File: src/rtl/xlate_pkg.sv
package xlate_pkg;

    typedef enum logic [2:0] {
        FLT_NONE  = 3'd0,
        FLT_BADVA = 3'd1,
        FLT_ACV   = 3'd2,
        FLT_FOA   = 3'd3,
        FLT_MISS  = 3'd4,
        FLT_TNV   = 3'd5
    } fault_e;

    typedef enum logic [1:0] {
        KIND_NONE = 2'd0,
        KIND_RD   = 2'd1,
        KIND_WR   = 2'd2,
        KIND_EX   = 2'd3
    } kind_e;

    // permission vector layout (a granted bit is 1)
    localparam int PERM_W   = 12;
    localparam int PB_VALID = 0;
    localparam int PB_NF_RD = 1;
    localparam int PB_NF_WR = 2;
    localparam int PB_NF_EX = 3;
    localparam int PB_RDEN  = 4;   // + mode
    localparam int PB_WREN  = 8;   // + mode

endpackage

File: src/rtl/xlate_va_screen.sv
module xlate_va_screen #(
    parameter int VA_W      = 64,
    parameter int IMPL_W    = 43,
    parameter int PA_W      = 41,
    parameter int WA_SEL_W  = 2,
    parameter int WA_SEL    = 2,
    parameter int WA_PA_W   = 41,
    parameter int WB_SEL_W  = 13,
    parameter int WB_SEL    = 13'h1FFE,
    parameter int WB_PA_W   = 30
) (
    input  logic [VA_W-1:0] va,
    input  logic [1:0]      win_en,
    output logic            sign_ok,
    output logic            win_hit,
    output logic [PA_W-1:0] win_pa
);
    localparam int EXT_W = VA_W - IMPL_W;

    logic [EXT_W-1:0] ext;
    logic             hit_a;
    logic             hit_b;

    always_comb begin
        ext     = va[VA_W-1:IMPL_W];
        sign_ok = (ext == '0) || (ext == '1);
        hit_a   = win_en[1] && (va[IMPL_W-1 -: WA_SEL_W] == WA_SEL_W'(WA_SEL));
        hit_b   = win_en[0] && (va[IMPL_W-1 -: WB_SEL_W] == WB_SEL_W'(WB_SEL));
        win_hit = hit_a || hit_b;
        win_pa  = '0;
        if (hit_a) begin
            win_pa[WA_PA_W-1:0] = va[WA_PA_W-1:0];
        end else if (hit_b) begin
            win_pa[WB_PA_W-1:0] = va[WB_PA_W-1:0];
        end
    end

endmodule

File: src/rtl/xlate_perm_rank.sv
module xlate_perm_rank
    import xlate_pkg::*;
(
    input  logic [PERM_W-1:0] need,
    input  logic [PERM_W-1:0] have,
    output fault_e            fault
);
    localparam logic [PERM_W-1:0] FO_MASK =
        PERM_W'((1 << PB_NF_RD) | (1 << PB_NF_WR) | (1 << PB_NF_EX));
    localparam logic [PERM_W-1:0] V_MASK  = PERM_W'(1 << PB_VALID);
    localparam logic [PERM_W-1:0] EN_MASK = ~(FO_MASK | V_MASK);

    logic [PERM_W-1:0] short_bits;

    always_comb begin
        short_bits = need & ~have;
        if (|(short_bits & EN_MASK)) begin
            fault = FLT_ACV;
        end else if (|(short_bits & FO_MASK)) begin
            fault = FLT_FOA;
        end else if (|(short_bits & V_MASK)) begin
            fault = FLT_TNV;
        end else begin
            fault = FLT_NONE;
        end
    end

endmodule

File: src/rtl/xlate_front.sv
module xlate_front
    import xlate_pkg::*;
#(
    parameter int VA_W     = 64,
    parameter int IMPL_W   = 43,
    parameter int PAGE_W   = 13,
    parameter int PFN_W    = 28,
    parameter int MODE_W   = 2,
    parameter int WA_SEL_W = 2,
    parameter int WA_SEL   = 2,
    parameter int WA_PA_W  = 41,
    parameter int WB_SEL_W = 13,
    parameter int WB_SEL   = 13'h1FFE,
    parameter int WB_PA_W  = 30,
    localparam int PA_W    = PFN_W + PAGE_W
) (
    input  logic              clk,
    input  logic              rst_n,
    input  logic              req_vld,
    input  logic              req_fetch,
    input  logic [VA_W-1:0]   req_va,
    input  logic [PERM_W-1:0] req_need,
    input  logic [MODE_W-1:0] cur_mode,
    input  logic [1:0]        win_en,
    input  logic              tb_hit,
    input  logic [PFN_W-1:0]  tb_pfn,
    input  logic [PERM_W-1:0] tb_perm,
    output logic              rsp_vld,
    output logic [2:0]        rsp_fault,
    output logic [1:0]        rsp_kind,
    output logic [PA_W-1:0]   rsp_pa
);
    typedef struct packed {
        logic            vld;
        fault_e          fault;
        kind_e           kind;
        logic [PA_W-1:0] pa;
    } rsp_t;

    rsp_t              r_d, r_q;
    logic              sign_ok;
    logic              win_hit;
    logic [PA_W-1:0]   win_pa;
    logic [PERM_W-1:0] need_eff;
    fault_e            perm_fault;

    xlate_va_screen #(
        .VA_W(VA_W), .IMPL_W(IMPL_W), .PA_W(PA_W),
        .WA_SEL_W(WA_SEL_W), .WA_SEL(WA_SEL), .WA_PA_W(WA_PA_W),
        .WB_SEL_W(WB_SEL_W), .WB_SEL(WB_SEL), .WB_PA_W(WB_PA_W)
    ) i_screen (
        .va(req_va), .win_en(win_en),
        .sign_ok(sign_ok), .win_hit(win_hit), .win_pa(win_pa)
    );

    always_comb begin
        if (req_fetch) begin
            need_eff = '0;
            need_eff[PB_VALID] = 1'b1;
            need_eff[PB_NF_EX] = 1'b1;
            need_eff[PB_RDEN + int'(cur_mode)] = 1'b1;
        end else begin
            need_eff = req_need;
        end
    end

    xlate_perm_rank i_rank (
        .need(need_eff), .have(tb_perm), .fault(perm_fault)
    );

    always_comb begin
        r_d     = r_q;
        r_d.vld = req_vld;
        if (req_vld) begin
            if (req_fetch)                r_d.kind = KIND_EX;
            else if (req_need[PB_NF_WR])  r_d.kind = KIND_WR;
            else                          r_d.kind = KIND_RD;
            r_d.pa = '0;
            if (!sign_ok) begin
                r_d.fault = FLT_BADVA;
            end else if (win_hit) begin
                if (cur_mode != '0) begin
                    r_d.fault = FLT_ACV;
                end else begin
                    r_d.fault = FLT_NONE;
                    r_d.pa    = win_pa;
                end
            end else if (!tb_hit) begin
                r_d.fault = FLT_MISS;
            end else begin
                r_d.fault = perm_fault;
                if (perm_fault == FLT_NONE) begin
                    r_d.pa = {tb_pfn, req_va[PAGE_W-1:0]};
                end
            end
        end
    end

    always_ff @(posedge clk) begin
        if (!rst_n) begin
            r_q <= '{vld: 1'b0, fault: FLT_NONE, kind: KIND_NONE, pa: '0};
        end else begin
            r_q <= r_d;
        end
    end

    assign rsp_vld   = r_q.vld;
    assign rsp_fault = r_q.fault;
    assign rsp_kind  = r_q.kind;
    assign rsp_pa    = r_q.pa;

endmodule

File: config.mk
export PLATFORM = sky130hd
export DESIGN_NAME = xlate_front
export DESIGN_NICKNAME = d
export VERILOG_FILES = /design/src/rtl/xlate_pkg.sv /design/src/rtl/xlate_va_screen.sv /design/src/rtl/xlate_perm_rank.sv /design/src/rtl/xlate_front.sv
export SDC_FILE = /design/constraint.sdc
export NUM_CORES = 1
export LEC_CHECK = 0
export BUFFER_PORTS_ARGS = -buffer_cell sky130_fd_sc_hd__buf_2
export CAP_MARGIN = 0
export CORE_MARGIN = 5
export CORE_UTILIZATION = 40
export CTS_CLUSTER_SIZE = 40
export DETAILED_ROUTE_END_ITERATION = 8
export GPL_ROUTABILITY_DRIVEN = 0
export PLACE_DENSITY_LB_ADDON = 0.08
export SYNTH_ARGS = -nofsm -noshare
export SYNTH_HDL_FRONTEND = slang
export SYNTH_SLANG_ARGS = --single-unit
File: constraint.sdc
create_clock -name clk -period 3.48 [get_ports clk]
set_clock_uncertainty 0.2 [all_clocks]
set_input_delay 0.696 -clock clk [delete_from_list [all_inputs] [get_ports clk]]
set_output_delay 0.696 -clock clk [all_outputs]
set_load 0.02 [all_outputs]
# Word-level counts from Yosys, hierarchy flattened
# Index checks and enable logic that the tools add are counted.
[word_totals] ff_bits=47 wordCells=42 out_inout_bits=47
[op_classes] add_sub_neg=1 n_mux=20 order_cmp=2 eq_ne=3 bitwise=2 n_reduce_logical=10
[ops] cell="41-bit 2-to-1 mux" count=5
[ops] cell="30-bit 2-to-1 mux" count=2
[ops] cell="21-bit == test, second input constant" count=1
[ops] cell="21-bit zero test" count=1
[ops] cell="3-bit 2-to-1 mux" count=6
[ops] cell="13-bit == test, second input constant" count=1
[ops] cell="12-bit bitwise AND" count=1
[ops] cell="12-bit 2-to-1 mux" count=1
[ops] cell="12-bit NOT" count=1
[ops] cell="11-bit 2-to-1 mux" count=1
[ops] cell="8-bit OR reduction" count=1
[ops] cell="2-bit 2-to-1 mux" count=3
[ops] cell="4-bit by 5-bit < comparator with 1-bit output, second input constant" count=1
[ops] cell="3-bit by 2-bit adder with 4-bit output, first input constant" count=1
[ops] cell="1-bit demux with 4-bit select" count=1
[ops] cell="4-bit by 1-bit greater-or-equal comparator with 1-bit output, second input constant" count=1
[ops] cell="1-bit logical AND" count=3
[ops] cell="3-bit zero test" count=1
[ops] cell="3-bit OR reduction" count=1
[ops] cell="2-bit == test, second input constant" count=1
[ops] cell="1-bit logical OR" count=2
[ops] cell="2-bit nonzero test" count=1
[ops] cell="1-bit 2-to-1 mux" count=1

# Longest topological paths before layout
[depth] word_depth=15 depth_mapped=9 ltp_nobuf=6

# Cells and area by module
# A second synthesis with hierarchy kept.
[hier_totals] cells_unflattened=367 hier_area_um2=3036.7
[by_module_without_submodules] module="xlate_front" cells_each=278 area_each_um2=2348.5 n_inst=1
[by_module_without_submodules] module="xlate_va_screen" cells_each=70 area_each_um2=548.0 n_inst=1
[by_module_without_submodules] module="xlate_perm_rank" cells_each=19 area_each_um2=140.1 n_inst=1

# Least setup slack after synthesis
# OpenSTA, ideal clock, no wires.
[synth_timing] path_kind="input-to-reg" from="in req_va[30]" to="reg r_q, in the netlist rsp_pa[37]" n_path_buf=2 required_time_ns=3.160 arrival_ns=2.051 path_slack_ns=1.109 setup_time_ns=0.120 cell_stages=8 path_cell_list="nand4b_1 > nor4_1 > or2_2 > nor4b_4 > buf_6 > buf_8 > a221oi_2 > nor2_1"
[synth_via] elab_chain_len=5
[synth_lines] element="start: declaration" line_no="xlate_front.sv:21" rtl="input logic [VA_W-1:0] req_va,"
[synth_lines] element="13-bit == test" line_no="xlate_va_screen.sv:28" rtl="hit_b = win_en[0] && (va[IMPL_W-1 -: WB_SEL_W] == WB_SEL_W'(WB_SEL));"
[synth_lines] element="1-bit logical AND" line_no="xlate_va_screen.sv:28"
[synth_lines] element="1-bit logical OR" line_no="xlate_va_screen.sv:29" rtl="win_hit = hit_a || hit_b;"
[synth_lines] element="41-bit 2-to-1 mux" line_no="xlate_front.sv:81" rtl="end else if (win_hit) begin"
[synth_lines] element="41-bit 2-to-1 mux" line_no="xlate_front.sv:79" rtl="if (!sign_ok) begin"
[synth_lines] element="end signal: assignment" line_no="xlate_front.sv:101" rtl="r_q <= '{vld: 1'b0, fault: FLT_NONE, kind: KIND_NONE, pa: '0};"
[synth_lines] element="end signal: assignment" line_no="xlate_front.sv:103" rtl="r_q <= r_d;"
[synth_lines] element="end: declaration" line_no="xlate_front.sv:40" rtl="rsp_t r_d, r_q;"
# No other way between the ends.
# A chain may end at the register's enable or synchronous reset.

# Worst setup path after layout
[layout_timing] from="in req_va[30]" to="reg r_q, in the netlist rsp_pa[7]"
[layout_via] elab_chain_len=7
[layout_lines] element="13-bit == test (*)" line_no="xlate_va_screen.sv:28"
[layout_lines] element="1-bit logical AND (*)" line_no="xlate_va_screen.sv:28"
[layout_lines] element="30-bit 2-to-1 mux" line_no="xlate_va_screen.sv:33" rtl="end else if (hit_b) begin"
[layout_lines] element="30-bit 2-to-1 mux" line_no="xlate_va_screen.sv:31" rtl="if (hit_a) begin"
[layout_lines] element="41-bit 2-to-1 mux" line_no="xlate_front.sv:82" rtl="if (cur_mode != '0) begin"
[layout_lines] element="41-bit 2-to-1 mux (*)" line_no="xlate_front.sv:81"
[layout_lines] element="41-bit 2-to-1 mux (*)" line_no="xlate_front.sv:79"
# Mark *: on every way between the ends. The rest lies on a longest branch, timed or not.

==> results by group <==
Run status
  • Outcome: finished, final reports clean

Timing
  • Slew @ Worst Pin: 0.958 ns
  • Max-slew violations: 0
  • Final hold violation count: 0
  • Fmax: 0.406 GHz
  • Final-report setup violation count: 0
  • Fin crit period: 2.47 ns
  • Slew headroom: 0.359
  • Final period utilization: 0.709
  • Setup TNS: 0 ns
  • RSZ-0062 raised after global routing: no

Routing
  • Drt wl/cell: 14.1 um
  • ANT nets after route: 0
  • DRT iter0 DRCs: 135
  • Drt first pass iters: 4
  • WL final: 7480 um
  • DRC Markers: 0
  • Avg Vias per Cell: 5.20
  • Routed vias: 2763

Worst setup path
  • Critical path cell sequence: buf_2 -> nand4b_1 -> nor4_1 -> or2_2 -> nor4b_4 -> buf_4 -> o211a_4 -> a22o_1
  • Slowest cell on crit path: nor4_1
  • Largest stage delay on the critical path: 0.47 ns
  • Worst r2r dst: rsp_pa[40]$_SDFFE_PN0P_
  • R2R setup slack: 2.36 ns
  • Setup CP Type: in -> reg
  • Critical path arrival: 2.46 ns
  • Worst setup path start: req_va[30]
  • Critical Path Start Type: primary input
  • R2R depth: 3
  • Crit Path Max Fanout: 16
  • Worst r2r src: rsp_pa[40]$_SDFFE_PN0P_
  • CP endpoint kind: register
  • WP data required: 3.47 ns

GRT
  • First-pass GRT wire length: 11800 um
  • Antenna violations before repair: 0
  • Grt ovf: 0
  • GRT Total Usage: 0.189
  • Pin count of the biggest net entering global routing: 37
  • Vias in the first global route: 2723

Synthesis
  • Ys async rst share: 0
  • Synth Instances: 289
  • Distinct cells, synth: 43
  • Sequential share of the synthesized area: 0.389
  • Mapped Area: 2420 um^2
  • Number of synthesized flops with an enable pin: 0
  • Dominant synthesized flop cell: dfxtp_1
  • YS warnings: 0
  • Syn Area/Cell: 8.37 um^2
  • Synthesized net count: 414
  • Yosys reg bits: 47

Clocking
  • CTS sink cnt: 47
  • Post_cts resized: 0
  • CTS Hold Buffers Added: 0
  • Clock input transition at the sequential cells of the worst setup and hold paths: 0.09 ns
  • Post-CTS Setup Inserts: 0
  • Clock latency on the worst-skew pair: 0.28 ns
  • Clock root buffer: clkbuf_8
  • CTS tree: done
  • Worst-case clock buffer depth: 2
  • Num CTS Buffers: 5
  • H-tree levels: 2

Floorplan
  • Die span in y: 87.8 um
  • Die area: 7700 um^2
  • Chip width: 87.8 um
  • Core ar.: 5890 um^2
  • # IOs: 172
  • # rows: 28
  • Effective utilization at floorplan: 0.411

Placement
  • Port buffer count: 171
  • Post-DP HPWL: 5770 um

Power
  • Max VDD drop: 0.180 mV
  • Leakage: 1.58 nW
  • Power Density: 320 nW/um^2

Layout
  • Sequential cell area: 941 um^2
  • Share of post-route cells with drive strength above 1: 0.445
  • Nets: 580
  • Area Growth Syn to Fin: 41.6%
  • Fillers: 567
  • Area of the multi-input gates: 1330 um^2
  • Final core occ: 0.582
  • Antenna diode count: 0

Worst hold path
  • Hold EP: rsp_fault[2]$_SDFFE_PN0P_
  • Worst Hold Launch: rsp_fault[2]$_SDFFE_PN0P_
  • Hold Crit Class: reg -> reg
  • Worst Hold Depth: 1

Job
  • Number of max-cap violations: 0
==> synth_stat cells (all sizes together) (2+ instances only) <==
master | number | area (um^2)
inv | 9 | 33.8
nand3 | 2 | 10.0
a21oi | 40 | 238
nor4b | 2 | 32.5
nor4 | 7 | 43.8
o21ai | 33 | 165
o22ai | 2 | 12.5
a22o | 13 | 114
buf | 7 | 70.1
a221oi | 12 | 124
nand2 | 22 | 82.6
dfxtp | 47 | 941
nor2b | 33 | 206
clkbuf | 12 | 48.8
nand2b | 3 | 18.8
nor2 | 18 | 67.6
nand4 | 8 | 50.1
==> critical path, delay by kind of cell <==
kind                   cells  cell delay (ns)
and+or+nand+nor            4             0.93
AOI/OAI and AO/OA          2             0.52
buffers and inverters      2             0.30
==> layout by cell type (no fill, tap or decap), types with 2 or more instances in the layout <==
cell and n:
a22o_1 13, buf_4 7, nor4_1 6, nor2b_1 33, a221oi_1 9, nand4_1 8
a21oi_1 30, dfxtp_1 47, a21oi_2 10, clkbuf_8 5, nand3_1 2, a221oi_2 3
buf_2 171, o22ai_1 2, nand2b_1 3, inv_1 9, nand2_1 22, o21ai_0 33
nor2_1 18
==> stage by stage <==
stage                     hold WS [ns]  cell area [um^2]  setup WS (ns)  instances  total power [mW]
after floorplan                  0.392              2420           1.11        289             0.613
after global placement           0.245              3310          0.818        523             0.705
after detailed placement         0.250              3310          0.711        523             0.705
after CTS                        0.273              3420           1.04        531              1.12
after global routing             0.299              3420          0.876        531              1.15
final                            0.269              3420           1.01        531              1.10
==> final cells by class <==
class,instances,area share
inverter,9,0.00986
tap,75,0.0274
clock buffer,5,0.0201
multi-input combinational,214,0.389
sequential,47,0.275
clock inverter,3,0.0139
timing repair buffer,178,0.265
==> registers in the layout, summed over array words and instances (netlist names) <==
signal     count
rsp_fault      3
rsp_kind       2
rsp_vld        1
rsp_pa        41
==> routing by layer <==
| layer | part of all wire | wire length, um | vias up | global-route usage |
|---|---|---|---|---|
| met5 | 0 | 0 | - | 0 |
| met4 | 0.0082 | 61 | 0 | 0.0530 |
| met3 | 0.099 | 739 | 4 | 0.0470 |
| met2 | 0.48 | 3610 | 113 | 0.325 |
| met1 | 0.41 | 3060 | 1258 | 0.233 |
| li1 | - | - | 1388 | - |
==> power breakdown <==
group	internal, mW	leakage [nW]	switching (mW)
registers	0.540	0.380	0.00108
logic	0.0755	1.14	0.0753
clock network	0.218	0.0587	0.187
==> kinds of logic after synthesis <==
kind of cell / share of synthesized area
DFF: 0.389
buffers and inverters: 0.0631
AOI/OAI and AO/OA: 0.309
muxes: 0.00414
and+or+nand+nor: 0.235
==> how the worst max path moves through the flow <==
stage	end	slack (ns)	cells after the start
floorplan	rsp_pa[37]$_SDFFE_PN0P_	1.11	8
global placement	rsp_pa[0]$_SDFFE_PN0P_	0.82	7
detailed placement	rsp_pa[11]$_SDFFE_PN0P_	0.71	8
CTS	rsp_pa[7]$_SDFFE_PN0P_	1.04	8
global route	rsp_pa[11]$_SDFFE_PN0P_	0.88	8
finish	rsp_pa[7]$_SDFFE_PN0P_	1.01	8
No activity file was read; power rests on OpenSTA's default activity.
